`config.mk`:
```
export PLATFORM = sky130hd
export DESIGN_NAME = txdesc_walker
export DESIGN_NICKNAME = d
export VERILOG_FILES = /design/src/rtl/txdesc_walker.sv
export SDC_FILE = /design/constraint.sdc
export NUM_CORES = 1
export LEC_CHECK = 0
export ABC_AREA = 1
export BUFFER_PORTS_ARGS = -buffer_cell sky130_fd_sc_hd__buf_4
export CORE_MARGIN = 2
export CORE_UTILIZATION = 56
export CTS_CLUSTER_DIAMETER = 150
export DETAILED_ROUTE_END_ITERATION = 8
export GPL_ROUTABILITY_DRIVEN = 0
export MAX_ROUTING_LAYER = met4
export PLACE_DENSITY = 0.93
export SKIP_CTS_REPAIR_TIMING = 1
export SLEW_MARGIN = 20
export SYNTH_ARGS = -nofsm -noshare
export SYNTH_HDL_FRONTEND = slang
export SYNTH_SLANG_ARGS = --single-unit
```
`constraint.sdc`:
```
create_clock -name clk -period 9.5 [get_ports clk]
set_input_delay 1.9 -clock clk [delete_from_list [all_inputs] [get_ports clk]]
set_output_delay 1.9 -clock clk [all_outputs]
set_load 0.01 [all_outputs]
```
`src/rtl/txdesc_walker.sv`:
```
module txdesc_walker #(
  parameter int AW = 32,
  parameter int IW = 10
) (
  input  logic          clk,
  input  logic          rst_n,
  input  logic          kick,
  input  logic          tx_en,
  input  logic          txdma_en,
  input  logic          hp_en,
  input  logic [AW-1:0] hp_base,
  input  logic [AW-1:0] np_base,
  output logic          mem_req,
  output logic          mem_we,
  output logic [AW-1:0] mem_addr,
  output logic [31:0]   mem_wdata,
  input  logic          mem_ack,
  input  logic [31:0]   mem_rdata,
  output logic          seg_valid,
  input  logic          seg_ready,
  output logic          seg_hp,
  output logic [31:0]   seg_addr,
  output logic [13:0]   seg_len,
  output logic          seg_first,
  output logic          seg_last,
  output logic          seg_crc_err,
  output logic          seg_vlan_en,
  output logic [15:0]   seg_vlan_tag,
  output logic [6:4]    status_set,
  output logic          misalign_err,
  output logic [IW-1:0] hp_idx,
  output logic [IW-1:0] np_idx,
  output logic          busy
);
  localparam int PADW = AW - IW - 4;

  typedef enum logic [2:0] {S_IDLE, S_RD0, S_RD1, S_RD3, S_SEG, S_WB} st_t;

  st_t          st;
  logic         ring_hp, kick_pend;
  logic [31:0]  ctl, bufa;
  logic [18:0]  opt;
  logic [AW-1:0] desc_addr;
  logic [3:0]   woff;

  wire go    = tx_en & txdma_en;
  wire hp_ok = hp_en & (|hp_base);
  wire np_ok = |np_base;
  wire [IW-1:0] cur_idx = ring_hp ? hp_idx : np_idx;

  assign desc_addr = (ring_hp ? hp_base : np_base) + {{PADW{1'b0}}, cur_idx, 4'b0000};

  always_comb begin
    case (st)
      S_RD1:   woff = 4'd4;
      S_RD3:   woff = 4'd12;
      default: woff = 4'd0;
    endcase
  end

  assign mem_req   = (st == S_RD0) | (st == S_RD1) | (st == S_RD3) | (st == S_WB);
  assign mem_we    = (st == S_WB);
  assign mem_addr  = desc_addr + {{(AW-4){1'b0}}, woff};
  assign mem_wdata = {1'b0, ctl[30:0]};

  assign seg_valid    = (st == S_SEG);
  assign seg_hp       = ring_hp;
  assign seg_addr     = bufa;
  assign seg_len      = ctl[13:0];
  assign seg_first    = ctl[29];
  assign seg_last     = ctl[28];
  assign seg_crc_err  = ctl[19];
  assign seg_vlan_en  = opt[16];
  assign seg_vlan_tag = opt[15:0];
  assign busy         = (st != S_IDLE) | kick_pend;

  always_ff @(posedge clk) begin
    if (!rst_n) begin
      st           <= S_IDLE;
      ring_hp      <= 1'b0;
      kick_pend    <= 1'b0;
      ctl          <= '0;
      opt          <= '0;
      bufa         <= '0;
      hp_idx       <= '0;
      np_idx       <= '0;
      status_set   <= '0;
      misalign_err <= 1'b0;
    end else begin
      status_set   <= '0;
      misalign_err <= 1'b0;
      if (st != S_IDLE && kick) kick_pend <= 1'b1;
      case (st)
        S_IDLE: if (kick | kick_pend) begin
          kick_pend <= 1'b0;
          if (go && (hp_ok || np_ok)) begin
            ring_hp <= hp_ok;
            st      <= S_RD0;
          end
        end
        S_RD0: if (mem_ack) begin
          ctl          <= mem_rdata;
          misalign_err <= |desc_addr[3:0];
          if (mem_rdata[31]) st <= S_RD1;
          else begin
            status_set[6] <= 1'b1;
            if (ring_hp && np_ok) ring_hp <= 1'b0;
            else st <= S_IDLE;
          end
        end
        S_RD1: if (mem_ack) begin
          opt <= {mem_rdata[31:30], mem_rdata[16:0]};
          st  <= S_RD3;
        end
        S_RD3: if (mem_ack) begin
          bufa <= mem_rdata;
          st   <= S_SEG;
        end
        S_SEG: if (seg_ready) st <= S_WB;
        S_WB: if (mem_ack) begin
          status_set[5] <= opt[17];
          status_set[4] <= opt[18];
          if (ring_hp) hp_idx <= ctl[15] ? '0 : hp_idx + 1'b1;
          else         np_idx <= ctl[15] ? '0 : np_idx + 1'b1;
          st <= S_RD0;
        end
        default: st <= S_IDLE;
      endcase
    end
  end
endmodule


```
==> results of run 1 <==
[path summary, 6_finish.rpt]
check                                               start                        end  slack [ns]  cells past startpoint
worst min register to register  seg_addr[11]$_SDFFE_PN0P_  seg_addr[11]$_SDFFE_PN0P_        0.47                      2
worst max register to register         st[0]$_SDFFE_PN0P_       ctl[15]$_SDFFE_PN0P_        6.70                      9
worst max-delay path                           hp_base[4]               mem_addr[21]        2.80                     20
worst min-delay path            seg_addr[11]$_SDFFE_PN0P_  seg_addr[11]$_SDFFE_PN0P_        0.47                      2
[per-stage QoR]
step	hold WS [ns]	worst slack, ns	cell area, um2
after global routing	0.481	2.50	10000
after detailed placement	0.457	2.88	9710
after global placement	0.448	2.98	9710
final	0.469	2.80	10000
after CTS	0.469	2.88	10000
after floorplan	0.447	3.41	7960
[routing by layer]
| layer | up-vias | routed length (um) | track usage, % |
|---|---|---|---|
| met3 | 90 | 2430 | 7.56 |
| li1 | 4475 | - | - |
| met5 | - | 0 | - |
| met4 | 0 | 1340 | 19.7 |
| met1 | 4198 | 10000 | 40.8 |
| met2 | 481 | 12400 | 56.7 |
[state kept, by name, summed over array words and instances (netlist names)]
register,flops
kick_pend,1
hp_idx,10
opt,19
seg_hp,1
st,3
ctl,31
seg_addr,32
np_idx,10
status_set,3
misalign_err,1
[worst max-delay path, delay by kind of cell]
kind	cells	cell delay, ns
xor+xnor	1	0.15
fa+ha+maj	2	0.70
buf+inv	4	0.39
simple gates	13	1.65
[cell usage after synthesis, drive strengths merged (2+ instances only)]
library cell / instances / area, um2
nor4: 11 / 68.8
inv: 135 / 507
a21oi: 54 / 274
ha: 14 / 175
nor3b: 5 / 37.5
or2: 7 / 43.8
o21ai: 84 / 420
dfxtp: 111 / 2220
nand2: 384 / 1540
nor2: 226 / 993
nor3: 16 / 80.1
nand3: 113 / 611
buf: 41 / 330
clkbuf: 35 / 131
nand4: 19 / 119
fa: 2 / 40.0
xor2: 24 / 218
xnor2: 7 / 61.3
nor4b: 2 / 17.5
and2: 2 / 15.0
[report_power, final]
group | internal, W | switching (W) | total (W)
sequential | 0.000519 | 0.0000468 | 0.000566
combinational | 0.000382 | 0.000655 | 0.00104
clock | 0.000191 | 0.000201 | 0.000392
[cells by family (layout without fill, tap and decap cells)]
family,after synthesis,count (layout),share of synthesized area [%]
AND/OR/NAND/NOR,787,787,44.5
buffers and inverters,211,415,12.2
AO/OA/AOI/OAI,141,141,9.01
flip-flops,111,111,27.9
XOR/XNOR,31,31,3.51
adder cells (fa/ha/maj),16,16,2.70
other,1,1,0.0471
multiplexers,1,1,0.126
[area by class of cell]
| type | instances | area [um2] | area share (%) |
|---|---|---|---|
| inverter | 135 | 507 | 5.05 |
| tap | 180 | 225 | 2.25 |
| multi-input combinational | 977 | 4780 | 47.6 |
| clock inverter | 7 | 90.1 | 0.898 |
| sequential | 111 | 2220 | 22.2 |
| timing repair buffer | 264 | 1980 | 19.8 |
| clock buffer | 9 | 225 | 2.25 |
==> reports/qor.txt, run 1 <==
H-tree lvl count: 3
Ant. Diodes: 0
Clock sink total: 111
Fin nets: 1618
Die height: 123 um
Global-route wire length before repair: 40800 um
Initial DRT Pass Iterations: 5
Slowest stage cell, crit path: fa_1
Crit path kind: in2out
Post-DP HPWL: 20500 um
Sequential area share after synthesis: 27.9%
Total negative slack: 0 ns
Post-layout minimum cycle time: 6.70 ns
Largest stage delay, worst path: 0.45 ns
Vias in the first global route: 8687
Synth unique cells: 38
Number of cells after detailed placement: 1667
Pins Over Slew Limit: 0
Area growth syn-to-layout: 26.1%
Top-Level Pins: 263
Slew @ Worst Pin: 1.08 ns
Clock Pin Slew Worst Setup and Hold Paths: 0.09 ns
PwrDens: 199 nW/um2
Vias: 9244
Critical Path End Type: output pin
Max Cap Viol: 0
Status: finished clean
Largest net degree at the start of global routing: 59
Ys Warns: 0
Clk_skew: 0.0146 ns
Syn Nets: 1419
Maximum resistive drop on vdd: 0.000159 V
Total Power: 0.00199 W
Max Fclk: 149 MHz
Clock Tree Buf Depth: 2
Top FF cell, synth: dfxtp_1
Yosys reg bits: 111
Final Core Density: 72.3%
Initial core utilization: 57.3%
Layout cells sized above 1: 25.2%
Input/output buffers: 261
Slew HR: 28.1%
Synth async-reset ratio: 0%
Finished Layout Cells: 1683
Worst-Skew Late Latency: 0.36 ns
# fillers: 1202
Most common cell after layout, fill and taps aside: nand2_1
Root Buffer: clkbuf_16
DIE WIDTH: 123 um
Cell count after synthesis: 1299
Static Leak: 4.90 nW
Grt ovf: 0
Routed Antenna Nets: 0
Initial antenna violation count: 0
Core area: 13900 um2
Total GRT Usage: 35.2%
RSZ-0062 raised after global routing: false
Hold Fails Final Rpt: 0
# setup viols final: 0
CTS Buf Count: 9
WP data arrival: 4.80 ns
Min-Delay Path Class: reg2reg
Post-synth EDFFs: 0
Die area: 15200 um2
Post-route DRC: 0
Critical path fanouts, max: 6
DR vias/cell: 5.49
# rows: 43
CTS tree: done
Fin crit share: 70.6%
Mapped Area: 7960 um2
Initial DRC Count: 583
Commonest non-fill, non-tap cells in the layout: 349 x nand2_1, 264 x buf_4, 190 x nor2_1
Drt wl/cell: 15.5 um
Final WL: 26100 um
Syn avg cell area: 6.13 um2
CP Data Required Time: 7.60 ns
Crit start category: primary input
CP cell instances: buf_4 -> nand2_1 -> nand2_1 -> ha_1 -> fa_1 -> nand2_1 -> inv_1 -> nor2_4 -> nand2_2 -> nor2_4 -> nand3_1 -> nor2_2 -> nand3_2 -> nor2_2 -> nand2_2 -> nor2_4 -> nand3_1 -> xor2_1 -> inv_1 -> buf_4
Power figures use the tool's default switching activity.
==> run 2, diff against run 1 <==
--- a/config.mk
+++ b/config.mk
@@ -8,12 +8,12 @@
 export ABC_AREA = 1
 export BUFFER_PORTS_ARGS = -buffer_cell sky130_fd_sc_hd__buf_4
 export CORE_MARGIN = 2
-export CORE_UTILIZATION = 56
+export CORE_UTILIZATION = 47
 export CTS_CLUSTER_DIAMETER = 150
 export DETAILED_ROUTE_END_ITERATION = 8
 export GPL_ROUTABILITY_DRIVEN = 0
 export MAX_ROUTING_LAYER = met4
-export PLACE_DENSITY = 0.93
+export PLACE_DENSITY = 0.84
 export SKIP_CTS_REPAIR_TIMING = 1
 export SLEW_MARGIN = 20
 export SYNTH_ARGS = -nofsm -noshare
==> constraint.sdc (replaced) <==
create_clock -name clk -period 6.15 [get_ports clk]
set_input_delay 1.23 -clock clk [delete_from_list [all_inputs] [get_ports clk]]
set_output_delay 1.23 -clock clk [all_outputs]
set_load 0.01 [all_outputs]
==> run 2 against run 1 <==
Power is 56% higher; clock power grew 56%; sequential share of layout area fell by 0.13 points; hold slack got worse by 0.0046 ns; combinational power grew 55%; global-route usage fell by 4.9 points; wire length rose by 3.7%; die area up 19%; largest power group unchanged; via count decreased by 1.7%; core utilization shrank 11 points.
==> reports/qor.txt, run 2 (synthesis results as in run 1) <==
Area growth syn-to-layout: 26.8%
# rows: 47
Max Cap Viol: 0
Final Cell Area: 10100 um2
Maximum resistive drop on vdd: 0.000193 V
PwrDens: 308 nW/um2
Core area: 16600 um2
Input/output buffers: 261
Commonest non-fill, non-tap cells in the layout: 350 x nand2_1, 266 x buf_4, 190 x nor2_1
Final WL: 27100 um
Hold Fails Final Rpt: 0
Vias in the first global route: 8457
Status: finished clean
Clock Tree Buf Depth: 2
Fin crit share: 91.8%
Drt wl/cell: 15.7 um
CTS Buf Count: 9
Total negative slack: 0 ns
Post-DP HPWL: 21400 um
Global-route wire length before repair: 42200 um
Critical path fanouts, max: 42
Slew @ Worst Pin: 1.08 ns
DIE WIDTH: 134 um
Vias: 9083
Clock sink total: 111
Initial antenna violation count: 0
Critical Path End Type: output pin
Crit path kind: reg2out
Min-Delay Path Class: reg2reg
Largest register FFs: 32
Most common cell after layout, fill and taps aside: nand2_1
Clock Pin Slew Worst Setup and Hold Paths: 0.08 ns
Clk_skew: 0.0125 ns
Slew HR: 27.5%
DR vias/cell: 5.27
Max Fclk: 177 MHz
WP data arrival: 4.42 ns
CTS tree: done
Total GRT Usage: 30.3%
Die height: 134 um
Worst-Skew Late Latency: 0.36 ns
Initial DRT Pass Iterations: 5
Top-Level Pins: 263
Die area: 18000 um2
Post-route DRC: 0
Placed cell areas: 9770 um2
Pins Over Slew Limit: 0
Ant. Diodes: 0
Largest net degree at the start of global routing: 59
Post-layout minimum cycle time: 5.65 ns
Layout cells sized above 1: 25.2%
Routed Antenna Nets: 0
Static Leak: 4.92 nW
RSZ-0062 raised after global routing: false
Crit start category: register
Fin nets: 1620
Initial core utilization: 48.0%
Initial DRC Count: 601
FF-to-FF setup slack: 3.66 ns
# setup viols final: 0
CP Data Required Time: 4.92 ns
Grt ovf: 0
Root Buffer: clkbuf_16
H-tree lvl count: 3
-- run 2: cell types whose count changed in the layout (fill, tap and decap cells not counted), sizes merged --
cell      delta
clkinvlp     -1
inv          +1
buf          +2
-- run 2: where the power goes --
part	internal (W)	switching, W
clock network	0.000297	0.000313
logic	0.000593	0.00102
registers	0.000802	0.0000896
total	0.00169	0.00142
-- run 2: final timing paths --
path                       startpoint                       end  cells past startpoint
max               seg_hp$_SDFFE_PN0P_              mem_addr[19]                     20
min          seg_addr[5]$_SDFFE_PN0P_  seg_addr[5]$_SDFFE_PN0P_                      2
max reg2reg        st[1]$_SDFFE_PN0P_  seg_addr[9]$_SDFFE_PN0P_                      8
min reg2reg  seg_addr[5]$_SDFFE_PN0P_  seg_addr[5]$_SDFFE_PN0P_                      2
-- run 2: layer usage --
metal | global-route usage, % | wire length, um
met3 | 5.82 | 2470
met4 | 17.7 | 1550
met2 | 49.1 | 12600
met5 | - | 0
met1 | 34.9 | 10500
-- run 2: final cells by class --
cell class	count	area [um2]
Timing Repair Buffer	266	2000
Multi-Input combinational cell	977	4770
Tap cell	220	275
Fill cell	1577	6490
Clock inverter	7	93.8
Inverter	135	507
Sequential cell	111	2220
Clock buffer	9	225
-- run 2: worst max-delay path, stage by stage (launching register included) --
cell	delay (ns)
dfxtp_2	0.89
inv_2	0.32
nand2_1	0.12
nand2_1	0.06
ha_1	0.25
fa_1	0.45
nand2_1	0.11
inv_1	0.08
nor2_4	0.16
nand2_2	0.08
nor2_4	0.16
nand3_1	0.11
nor2_2	0.24
nand3_2	0.13
nor2_2	0.16
nand2_2	0.10
nor2_4	0.15
nand2_1	0.11
xor2_1	0.16
inv_1	0.06
buf_4	0.14
-- run 2: through the flow --
stage | instances | setup WS, ns | util (%) | total power (W) | hold WS (ns)
floorplan | 1299 | 1.40 | - | 0.00195 | 0.447
global placement | 1709 | 0.904 | 58.9 | 0.00248 | 0.449
detailed placement | 1709 | 0.829 | 58.9 | 0.00249 | 0.453
CTS | 1725 | 0.561 | 60.9 | 0.00311 | 0.466
global route | 1725 | 0.197 | 60.9 | 0.00332 | 0.480
finish | 1725 | 0.503 | 60.9 | 0.00311 | 0.465
